==> src/rtl/alu_pkg.sv <==
package alu_pkg;

    localparam int DW     = 8;
    localparam int NIB    = 4;
    localparam int OPW    = 4;

    localparam int FB_S   = 7;
    localparam int FB_Z   = 6;
    localparam int FB_AC  = 4;
    localparam int FB_P   = 2;
    localparam int FB_CY  = 0;

    typedef logic [DW-1:0] byte_t;

    typedef enum logic [OPW-1:0] {
        OP_ADD = 4'd0,
        OP_ADC = 4'd1,
        OP_SUB = 4'd2,
        OP_SBB = 4'd3,
        OP_CMP = 4'd4,
        OP_INC = 4'd5,
        OP_DEC = 4'd6,
        OP_AND = 4'd7,
        OP_OR  = 4'd8,
        OP_XOR = 4'd9,
        OP_ROL = 4'd10,
        OP_ROR = 4'd11,
        OP_RCL = 4'd12,
        OP_RCR = 4'd13,
        OP_DAJ = 4'd14,
        OP_NOP = 4'd15
    } alu_op_e;

    typedef struct packed {
        logic s;
        logic z;
        logic ac;
        logic p;
        logic cy;
    } flag_s;

    function automatic flag_s unpack_flags(input byte_t b);
        flag_s f;
        f.s  = b[FB_S];
        f.z  = b[FB_Z];
        f.ac = b[FB_AC];
        f.p  = b[FB_P];
        f.cy = b[FB_CY];
        return f;
    endfunction

    function automatic byte_t pack_flags(input flag_s f);
        byte_t b;
        b        = '0;
        b[FB_S]  = f.s;
        b[FB_Z]  = f.z;
        b[FB_AC] = f.ac;
        b[FB_P]  = f.p;
        b[FB_CY] = f.cy;
        return b;
    endfunction

    function automatic logic even_ones(input byte_t b);
        return ~^b;
    endfunction

endpackage

==> src/rtl/bcd_adjust.sv <==
module bcd_adjust
    import alu_pkg::*;
(
    input  byte_t a,
    input  logic  ac_in,
    input  logic  cy_in,
    output byte_t res,
    output logic  ac_out,
    output logic  cy_out
);
    localparam logic [NIB-1:0] NIB_MAX = 4'd9;
    localparam logic [NIB:0]   LO_ADD  = 5'd6;
    localparam byte_t          HI_ADD  = 8'h60;

    logic          lo_fix;
    logic          hi_fix;
    logic [NIB:0]  nib_sum;
    logic [DW:0]   step1;

    always_comb begin
        lo_fix  = (a[NIB-1:0] > NIB_MAX) || ac_in;
        nib_sum = {1'b0, a[NIB-1:0]} + (lo_fix ? LO_ADD : '0);
        step1   = {1'b0, a} + {{(DW-NIB){1'b0}}, (lo_fix ? LO_ADD : '0)};
        hi_fix  = cy_in || step1[DW] || (step1[DW-1:NIB] > NIB_MAX);
        res     = step1[DW-1:0] + (hi_fix ? HI_ADD : '0);
        ac_out  = nib_sum[NIB];
        cy_out  = hi_fix;
    end
endmodule

==> src/rtl/pair_adder.sv <==
module pair_adder #(
    parameter int PW = 16
) (
    input  logic [PW-1:0] a,
    input  logic [PW-1:0] b,
    output logic [PW-1:0] sum,
    output logic          cy
);
    logic [PW:0] wide;

    always_comb begin
        wide = {1'b0, a} + {1'b0, b};
        sum  = wide[PW-1:0];
        cy   = wide[PW];
    end
endmodule

==> src/rtl/alu8_core.sv <==
module alu8_core
    import alu_pkg::*;
(
    input  alu_op_e op,
    input  byte_t   a,
    input  byte_t   b,
    input  flag_s   fi,
    output byte_t   res,
    output flag_s   fo
);
    logic [DW:0]  wsum;
    logic [NIB:0] nsum;
    logic         cin;
    byte_t        bx;
    byte_t        fval;
    logic         upd_szp;

    byte_t        daj_res;
    logic         daj_ac;
    logic         daj_cy;

    bcd_adjust u_daj (
        .a      (a),
        .ac_in  (fi.ac),
        .cy_in  (fi.cy),
        .res    (daj_res),
        .ac_out (daj_ac),
        .cy_out (daj_cy)
    );

    always_comb begin
        res     = a;
        fo      = fi;
        wsum    = '0;
        nsum    = '0;
        cin     = 1'b0;
        bx      = b;
        upd_szp = 1'b1;
        fval    = '0;

        case (op)
            OP_ADD, OP_ADC: begin
                cin   = (op == OP_ADC) && fi.cy;
                wsum  = {1'b0, a} + {1'b0, b} + {{DW{1'b0}}, cin};
                nsum  = {1'b0, a[NIB-1:0]} + {1'b0, b[NIB-1:0]} + {{NIB{1'b0}}, cin};
                res   = wsum[DW-1:0];
                fo.cy = wsum[DW];
                fo.ac = nsum[NIB];
            end
            OP_SUB, OP_SBB, OP_CMP: begin
                cin   = !((op == OP_SBB) && fi.cy);
                bx    = ~b;
                wsum  = {1'b0, a} + {1'b0, bx} + {{DW{1'b0}}, cin};
                nsum  = {1'b0, a[NIB-1:0]} + {1'b0, bx[NIB-1:0]} + {{NIB{1'b0}}, cin};
                res   = (op == OP_CMP) ? a : wsum[DW-1:0];
                fo.cy = !wsum[DW];
                fo.ac = nsum[NIB];
            end
            OP_INC: begin
                wsum  = {1'b0, a} + {{DW{1'b0}}, 1'b1};
                nsum  = {1'b0, a[NIB-1:0]} + {{NIB{1'b0}}, 1'b1};
                res   = wsum[DW-1:0];
                fo.ac = nsum[NIB];
            end
            OP_DEC: begin
                wsum  = {1'b0, a} + {1'b0, {DW{1'b1}}};
                nsum  = {1'b0, a[NIB-1:0]} + {1'b0, {NIB{1'b1}}};
                res   = wsum[DW-1:0];
                fo.ac = nsum[NIB];
            end
            OP_AND: begin
                res   = a & b;
                fo.cy = 1'b0;
                fo.ac = 1'b1;
            end
            OP_OR: begin
                res   = a | b;
                fo.cy = 1'b0;
                fo.ac = 1'b0;
            end
            OP_XOR: begin
                res   = a ^ b;
                fo.cy = 1'b0;
                fo.ac = 1'b0;
            end
            OP_ROL: begin
                res     = {a[DW-2:0], a[DW-1]};
                fo.cy   = a[DW-1];
                upd_szp = 1'b0;
            end
            OP_ROR: begin
                res     = {a[0], a[DW-1:1]};
                fo.cy   = a[0];
                upd_szp = 1'b0;
            end
            OP_RCL: begin
                res     = {a[DW-2:0], fi.cy};
                fo.cy   = a[DW-1];
                upd_szp = 1'b0;
            end
            OP_RCR: begin
                res     = {fi.cy, a[DW-1:1]};
                fo.cy   = a[0];
                upd_szp = 1'b0;
            end
            OP_DAJ: begin
                res   = daj_res;
                fo.ac = daj_ac;
                fo.cy = daj_cy;
            end
            default: begin
                upd_szp = 1'b0;
            end
        endcase

        fval = (op == OP_CMP) ? wsum[DW-1:0] : res;
        if (upd_szp) begin
            fo.s = fval[DW-1];
            fo.z = (fval == '0);
            fo.p = even_ones(fval);
        end
    end
endmodule

==> src/rtl/alu_psw_top.sv <==
module alu_psw_top
    import alu_pkg::*;
#(
    parameter int PAIR_W = 16
) (
    input  logic              clk,
    input  logic              rst,
    input  logic              op_go,
    input  logic [OPW-1:0]    op_code,
    input  logic [DW-1:0]     acc_in,
    input  logic [DW-1:0]     opnd_in,
    input  logic [DW-1:0]     flags_in,
    input  logic              pair_go,
    input  logic [PAIR_W-1:0] pair_hl,
    input  logic [PAIR_W-1:0] pair_rp,
    output logic              out_vld,
    output logic [DW-1:0]     result,
    output logic [DW-1:0]     flags_out,
    output logic [PAIR_W-1:0] pair_sum
);
    flag_s             fi;
    flag_s             core_fo;
    flag_s             nxt_f;
    byte_t             core_res;
    logic [PAIR_W-1:0] p_sum;
    logic              p_cy;

    assign fi = unpack_flags(flags_in);

    alu8_core u_core (
        .op  (alu_op_e'(op_code)),
        .a   (acc_in),
        .b   (opnd_in),
        .fi  (fi),
        .res (core_res),
        .fo  (core_fo)
    );

    pair_adder #(.PW(PAIR_W)) u_pair (
        .a   (pair_hl),
        .b   (pair_rp),
        .sum (p_sum),
        .cy  (p_cy)
    );

    always_comb begin
        nxt_f = op_go ? core_fo : fi;
        if (pair_go) begin
            nxt_f.cy = p_cy;
        end
    end

    always_ff @(posedge clk) begin
        if (rst) begin
            out_vld   <= 1'b0;
            result    <= '0;
            flags_out <= '0;
            pair_sum  <= '0;
        end else begin
            out_vld <= op_go || pair_go;
            if (op_go) begin
                result <= core_res;
            end
            if (op_go || pair_go) begin
                flags_out <= pack_flags(nxt_f);
            end
            if (pair_go) begin
                pair_sum <= p_sum;
            end
        end
    end
endmodule

==> config.mk <==
export PLATFORM = sky130hd
export DESIGN_NAME = alu_psw_top
export DESIGN_NICKNAME = d
export VERILOG_FILES = /design/src/rtl/alu_pkg.sv /design/src/rtl/bcd_adjust.sv /design/src/rtl/pair_adder.sv /design/src/rtl/alu8_core.sv /design/src/rtl/alu_psw_top.sv
export SDC_FILE = /design/constraint.sdc
export NUM_CORES = 1
export LEC_CHECK = 0
export BUFFER_PORTS_ARGS = -buffer_cell sky130_fd_sc_hd__clkbuf_2
export CAP_MARGIN = 30
export CORE_ASPECT_RATIO = 0.75
export CORE_MARGIN = 5
export CORE_UTILIZATION = 40
export DETAILED_ROUTE_END_ITERATION = 8
export MAX_ROUTING_LAYER = met4
export PLACE_DENSITY = 0.67
export RECOVER_POWER = 25
export SLEW_MARGIN = 20
export SYNTH_ARGS = -nofsm -noshare
export SYNTH_HDL_FRONTEND = slang
export SYNTH_SLANG_ARGS = --single-unit
==> constraint.sdc <==
create_clock -name clk -period 4.7 [get_ports clk]
set_clock_uncertainty 0.1 [all_clocks]
set_input_delay 0.47 -clock clk [delete_from_list [all_inputs] [get_ports clk]]
set_output_delay 0.47 -clock clk [all_outputs]
set_load 0.005 [all_outputs]
==> flow_results.xml <==
<?xml version="1.0" encoding="UTF-8"?>
<metrics>
  <group name="global_routing">
    <metric name="maximum_number_of_pins_on_one_net_before_global_route_repair" unit="">43</metric>
    <metric name="vias_in_the_first_global_route" unit="">4555</metric>
    <metric name="grt_util_overall" unit="">0.2344</metric>
    <metric name="globalRouteOverflowTotal" unit="">0</metric>
    <metric name="number_of_antenna_violations_at_the_first_check_in_global_routing" unit="">0</metric>
    <metric name="global_route_wire_length_before_repair" unit="µm">24630</metric>
  </group>
  <group name="yosys">
    <metric name="leading_cell_types_by_total_area_after_synthesis" unit="">sky130_fd_sc_hd__ha_1, sky130_fd_sc_hd__dfxtp_1, sky130_fd_sc_hd__nor2_1</metric>
    <metric name="synth_edf_count" unit="">0</metric>
    <metric name="asyncSetResetFlopFracSynth" unit="">0</metric>
    <metric name="post-synth-top-area-cell" unit="">sky130_fd_sc_hd__ha_1</metric>
    <metric name="synth_cell_types" unit="">70</metric>
    <metric name="synth_area_per_cell" unit="µm²">7.417</metric>
    <metric name="postSynthCellCount" unit="">595</metric>
    <metric name="yosys_register_bits" unit="">30</metric>
    <metric name="synth_warnings" unit="">0</metric>
    <metric name="register_area_share_after_synthesis" unit="">0.1361</metric>
    <metric name="mappedNetlistArea" unit="mm²">0.004413</metric>
    <metric name="synth_top_cell_area_share" unit="">0.1474</metric>
    <metric name="synthFlopType" unit="">sky130_fd_sc_hd__dfxtp_1</metric>
  </group>
  <group name="layout">
    <metric name="nets" unit="">817</metric>
    <metric name="nFillCells" unit="">1103</metric>
    <metric name="final_cell_mix" unit="">sky130_fd_sc_hd__clkbuf_2, sky130_fd_sc_hd__nor2_1, sky130_fd_sc_hd__ha_1, sky130_fd_sc_hd__nand2_1, sky130_fd_sc_hd__a21oi_1</metric>
    <metric name="multiInputGateArea" unit="mm²">0.003557</metric>
    <metric name="mostFrequentLayoutCell" unit="">sky130_fd_sc_hd__clkbuf_2</metric>
    <metric name="drive_gt1_frac" unit="">0.2173</metric>
    <metric name="finish.instance_area" unit="mm²">0.005386</metric>
    <metric name="seqCellArea" unit="µm²">600.6</metric>
    <metric name="antenna_cells" unit="">0</metric>
    <metric name="areaGrowthSynthToFinish" unit="%">22.06</metric>
    <metric name="finalCoreUtilization" unit="">0.4960</metric>
  </group>
  <group name="pwr">
    <metric name="fin_total_pwr" unit="mW">1.235</metric>
    <metric name="power_leakage" unit="nW">2.455</metric>
    <metric name="seqPwrFrac" unit="">0.239</metric>
    <metric name="p_per_cell_area" unit="mW/mm²">229.3</metric>
    <metric name="switching_pwr" unit="mW">0.4608</metric>
    <metric name="internal_cell_power" unit="mW">0.7743</metric>
    <metric name="comb_power_share" unit="">0.472</metric>
    <metric name="ir_drop" unit="mV">0.1259</metric>
    <metric name="clockPowerShare" unit="">0.289</metric>
    <metric name="netSwitchingFraction" unit="">0.3731</metric>
  </group>
  <group name="die">
    <metric name="starting_density_of_the_core" unit="">0.4064</metric>
    <metric name="die-area" unit="mm²">0.01326</metric>
    <metric name="die_height" unit="µm">101.0</metric>
    <metric name="placeableCoreArea" unit="mm²">0.01086</metric>
    <metric name="row_cnt" unit="">33</metric>
    <metric name="die_width" unit="µm">131.3</metric>
    <metric name="top_level_ports" unit="">97</metric>
  </group>
  <group name="sta">
    <metric name="tightest_slew" unit="ns">0.8092</metric>
    <metric name="postLayoutSetupSlackWorst" unit="ns">-0.02583</metric>
    <metric name="timing_max_transition_violations_final" unit="">0</metric>
    <metric name="hold_ws" unit="ns">0.3740</metric>
    <metric name="slew-limit-headroom" unit="">0.4576</metric>
    <metric name="fin_crit" unit="ns">4.726</metric>
    <metric name="rsz_0062_raised_after_global_routing" unit="">yes</metric>
    <metric name="final_cycle_utilization_of_the_critical_path" unit="">1.005</metric>
    <metric name="finalHoldViolCount" unit="">0</metric>
    <metric name="number_of_failing_setup_endpoints_in_the_final_timing_report" unit="">1</metric>
    <metric name="fin_tns_setup" unit="ns">-0.02583</metric>
    <metric name="timing.fmax" unit="MHz">211.6</metric>
  </group>
  <group name="setup_path">
    <metric name="critical_path.endpoint_type" unit="">register</metric>
    <metric name="worstPathRequired" unit="ns">4.74</metric>
    <metric name="slowest_delay" unit="ns">0.40</metric>
    <metric name="type_of_the_setup_path_with_the_least_slack" unit="">in -&gt; reg</metric>
    <metric name="crit_top_cell" unit="">sky130_fd_sc_hd__xnor2_1</metric>
    <metric name="crit_family" unit="">adder cells</metric>
    <metric name="arrival" unit="ns">4.77</metric>
    <metric name="timing.critical_path.buf_inv" unit="">3</metric>
    <metric name="crit_path_slowest_cell" unit="">sky130_fd_sc_hd__fa_2</metric>
    <metric name="crit_path_max_fanout" unit="">3</metric>
    <metric name="crit_path_start_kind" unit="">input pin</metric>
  </group>
  <group name="worst_hold_path">
    <metric name="class_of_the_tightest_hold_or_removal_check" unit="">reg -&gt; reg</metric>
  </group>
  <group name="outcome">
    <metric name="violated_checks" unit="">setup timing</metric>
    <metric name="run_status" unit="">finished, violations left</metric>
  </group>
  <group name="clock_network">
    <metric name="cts_htree_levels" unit="">2</metric>
    <metric name="clock_latency" unit="ns">0.27</metric>
    <metric name="clock-sinks" unit="">30</metric>
    <metric name="hold_buffers" unit="">0</metric>
    <metric name="cts-buffers-inserted" unit="">5</metric>
    <metric name="cts_tree" unit="">yes</metric>
    <metric name="max-clock-path-buffers" unit="">2</metric>
    <metric name="clk_pin_slew" unit="ns">0.05</metric>
    <metric name="ctsRootBufferMaster" unit="">sky130_fd_sc_hd__clkbuf_16</metric>
  </group>
  <group name="detailed_routing">
    <metric name="postRouteWirelength" unit="µm">15990</metric>
    <metric name="wl_per_cell" unit="µm">19.15</metric>
    <metric name="detailed_route_via_count" unit="">4970</metric>
    <metric name="drt_drc_violations_left" unit="">0</metric>
    <metric name="ant_nets" unit="">0</metric>
    <metric name="detail_route.iter0.violations" unit="">563</metric>
    <metric name="drt_first_pass_iters" unit="">5</metric>
    <metric name="viasPerCell" unit="">5.952</metric>
  </group>
  <group name="placed_design">
    <metric name="gp_routability_congestion" unit="">0.9986</metric>
    <metric name="port_buffers" unit="">90</metric>
    <metric name="dpl-instance-area" unit="mm²">0.005127</metric>
    <metric name="place_hpwl" unit="µm">12570</metric>
  </group>
  <group name="flow_run">
    <metric name="max_cap_violations" unit="">0</metric>
  </group>
</metrics>
-- per-stage QoR --
stage | cells | setup WS (ns)
2_1_floorplan | 597 | -0.1453
3_3_place_gp | 821 | -0.3124
3_5_place_dp | 821 | -0.3809
4_1_cts | 830 | 0.007407
5_1_grt | 835 | -0.1842
6_report | 835 | -0.02583
-- final timing paths --
check / start / cells after the start / slack [ns] / endpoint
setup / recovery: acc_in[1] / 26 / -0.03 / flags_out[2]
hold / removal: pair_sum[4] / 2 / 0.37 / pair_sum[4]
setup reg to reg: flags_out[0] / 4 / 3.18 / flags_out[0]
hold reg to reg: pair_sum[4] / 2 / 0.37 / pair_sum[4]
-- power groups by stage --
stage / clock, mW / combinational, mW / sequential (mW)
after floorplan: 0 / 0.371 / 0.301
after global placement: 0 / 0.549 / 0.300
after detailed placement: 0 / 0.554 / 0.300
after CTS: 0.365 / 0.563 / 0.295
after global routing: 0.376 / 0.636 / 0.298
final: 0.357 / 0.583 / 0.295
-- worst min-delay path, delay by kind of cell (launching register included) --
family	cells	cell delay (ns)
flip-flops	1	0.31
AND/OR/NAND/NOR	1	0.06
AO/OA/AOI/OAI	1	0.05
-- cell usage after synthesis (8+ instances only) --
library cell and count:
sky130_fd_sc_hd__nor2_1 65, sky130_fd_sc_hd__ha_1 52, sky130_fd_sc_hd__nand2_1 44, sky130_fd_sc_hd__a21oi_1 41, sky130_fd_sc_hd__inv_1 36, sky130_fd_sc_hd__dfxtp_1 30
sky130_fd_sc_hd__o21ai_0 22, sky130_fd_sc_hd__xnor2_1 21, sky130_fd_sc_hd__a211oi_1 16, sky130_fd_sc_hd__nor3_1 15, sky130_fd_sc_hd__buf_2 13, sky130_fd_sc_hd__clkbuf_1 13
sky130_fd_sc_hd__mux2i_1 13, sky130_fd_sc_hd__nand2b_1 13, sky130_fd_sc_hd__nand3_1 13, sky130_fd_sc_hd__and3_1 10, sky130_fd_sc_hd__o22ai_1 10, sky130_fd_sc_hd__xor2_1 10
sky130_fd_sc_hd__o211ai_1 9, sky130_fd_sc_hd__a22o_1 8, sky130_fd_sc_hd__a22oi_1 8, sky130_fd_sc_hd__nor2b_1 8
-- cell families (layout without fill, tap and decap cells) --
logic type / after synthesis / count (layout) / share of synthesized area
xor+xnor: 31 / 31 / 0.06153
other cells: 1 / 3 / 0.0008498
compound gates: 187 / 187 / 0.2969
fa+ha+maj: 59 / 59 / 0.1792
buf+inv: 76 / 174 / 0.07428
simple gates: 196 / 196 / 0.2166
mux: 15 / 15 / 0.03459
flops: 30 / 30 / 0.1361
-- what timing repair did --
| item | in CTS | in global routing |
|---|---|---|
| endpoints found under the setup margin | 1 | 1 |
| buffers inserted | 1 | 5 |
| resized for setup | 2 | 19 |
| pin swaps | 6 | 17 |
-- final cells by class --
class                      instances  area share
inverter                          40     0.02973
sequential                        30      0.1115
multi-input combinational        491      0.6604
tap                              140     0.03252
clock buffer                       8     0.03089
timing repair buffer             126      0.1350
-- routing by layer --
layer	global-route usage	vias to the layer above	wire length, µm
met1	0.3551	2370	7874
li1	-	2359	-
met4	0.03004	0	172
met5	-	-	0
met3	0.04441	19	1302
met2	0.3276	222	6640
-- state kept, by name, indices dropped and copies added, names as in the netlist --
name,count
pair_sum,16
out_vld,1
flags_out,5
result,8
Note: power is estimated with default switching activity, not from simulation.
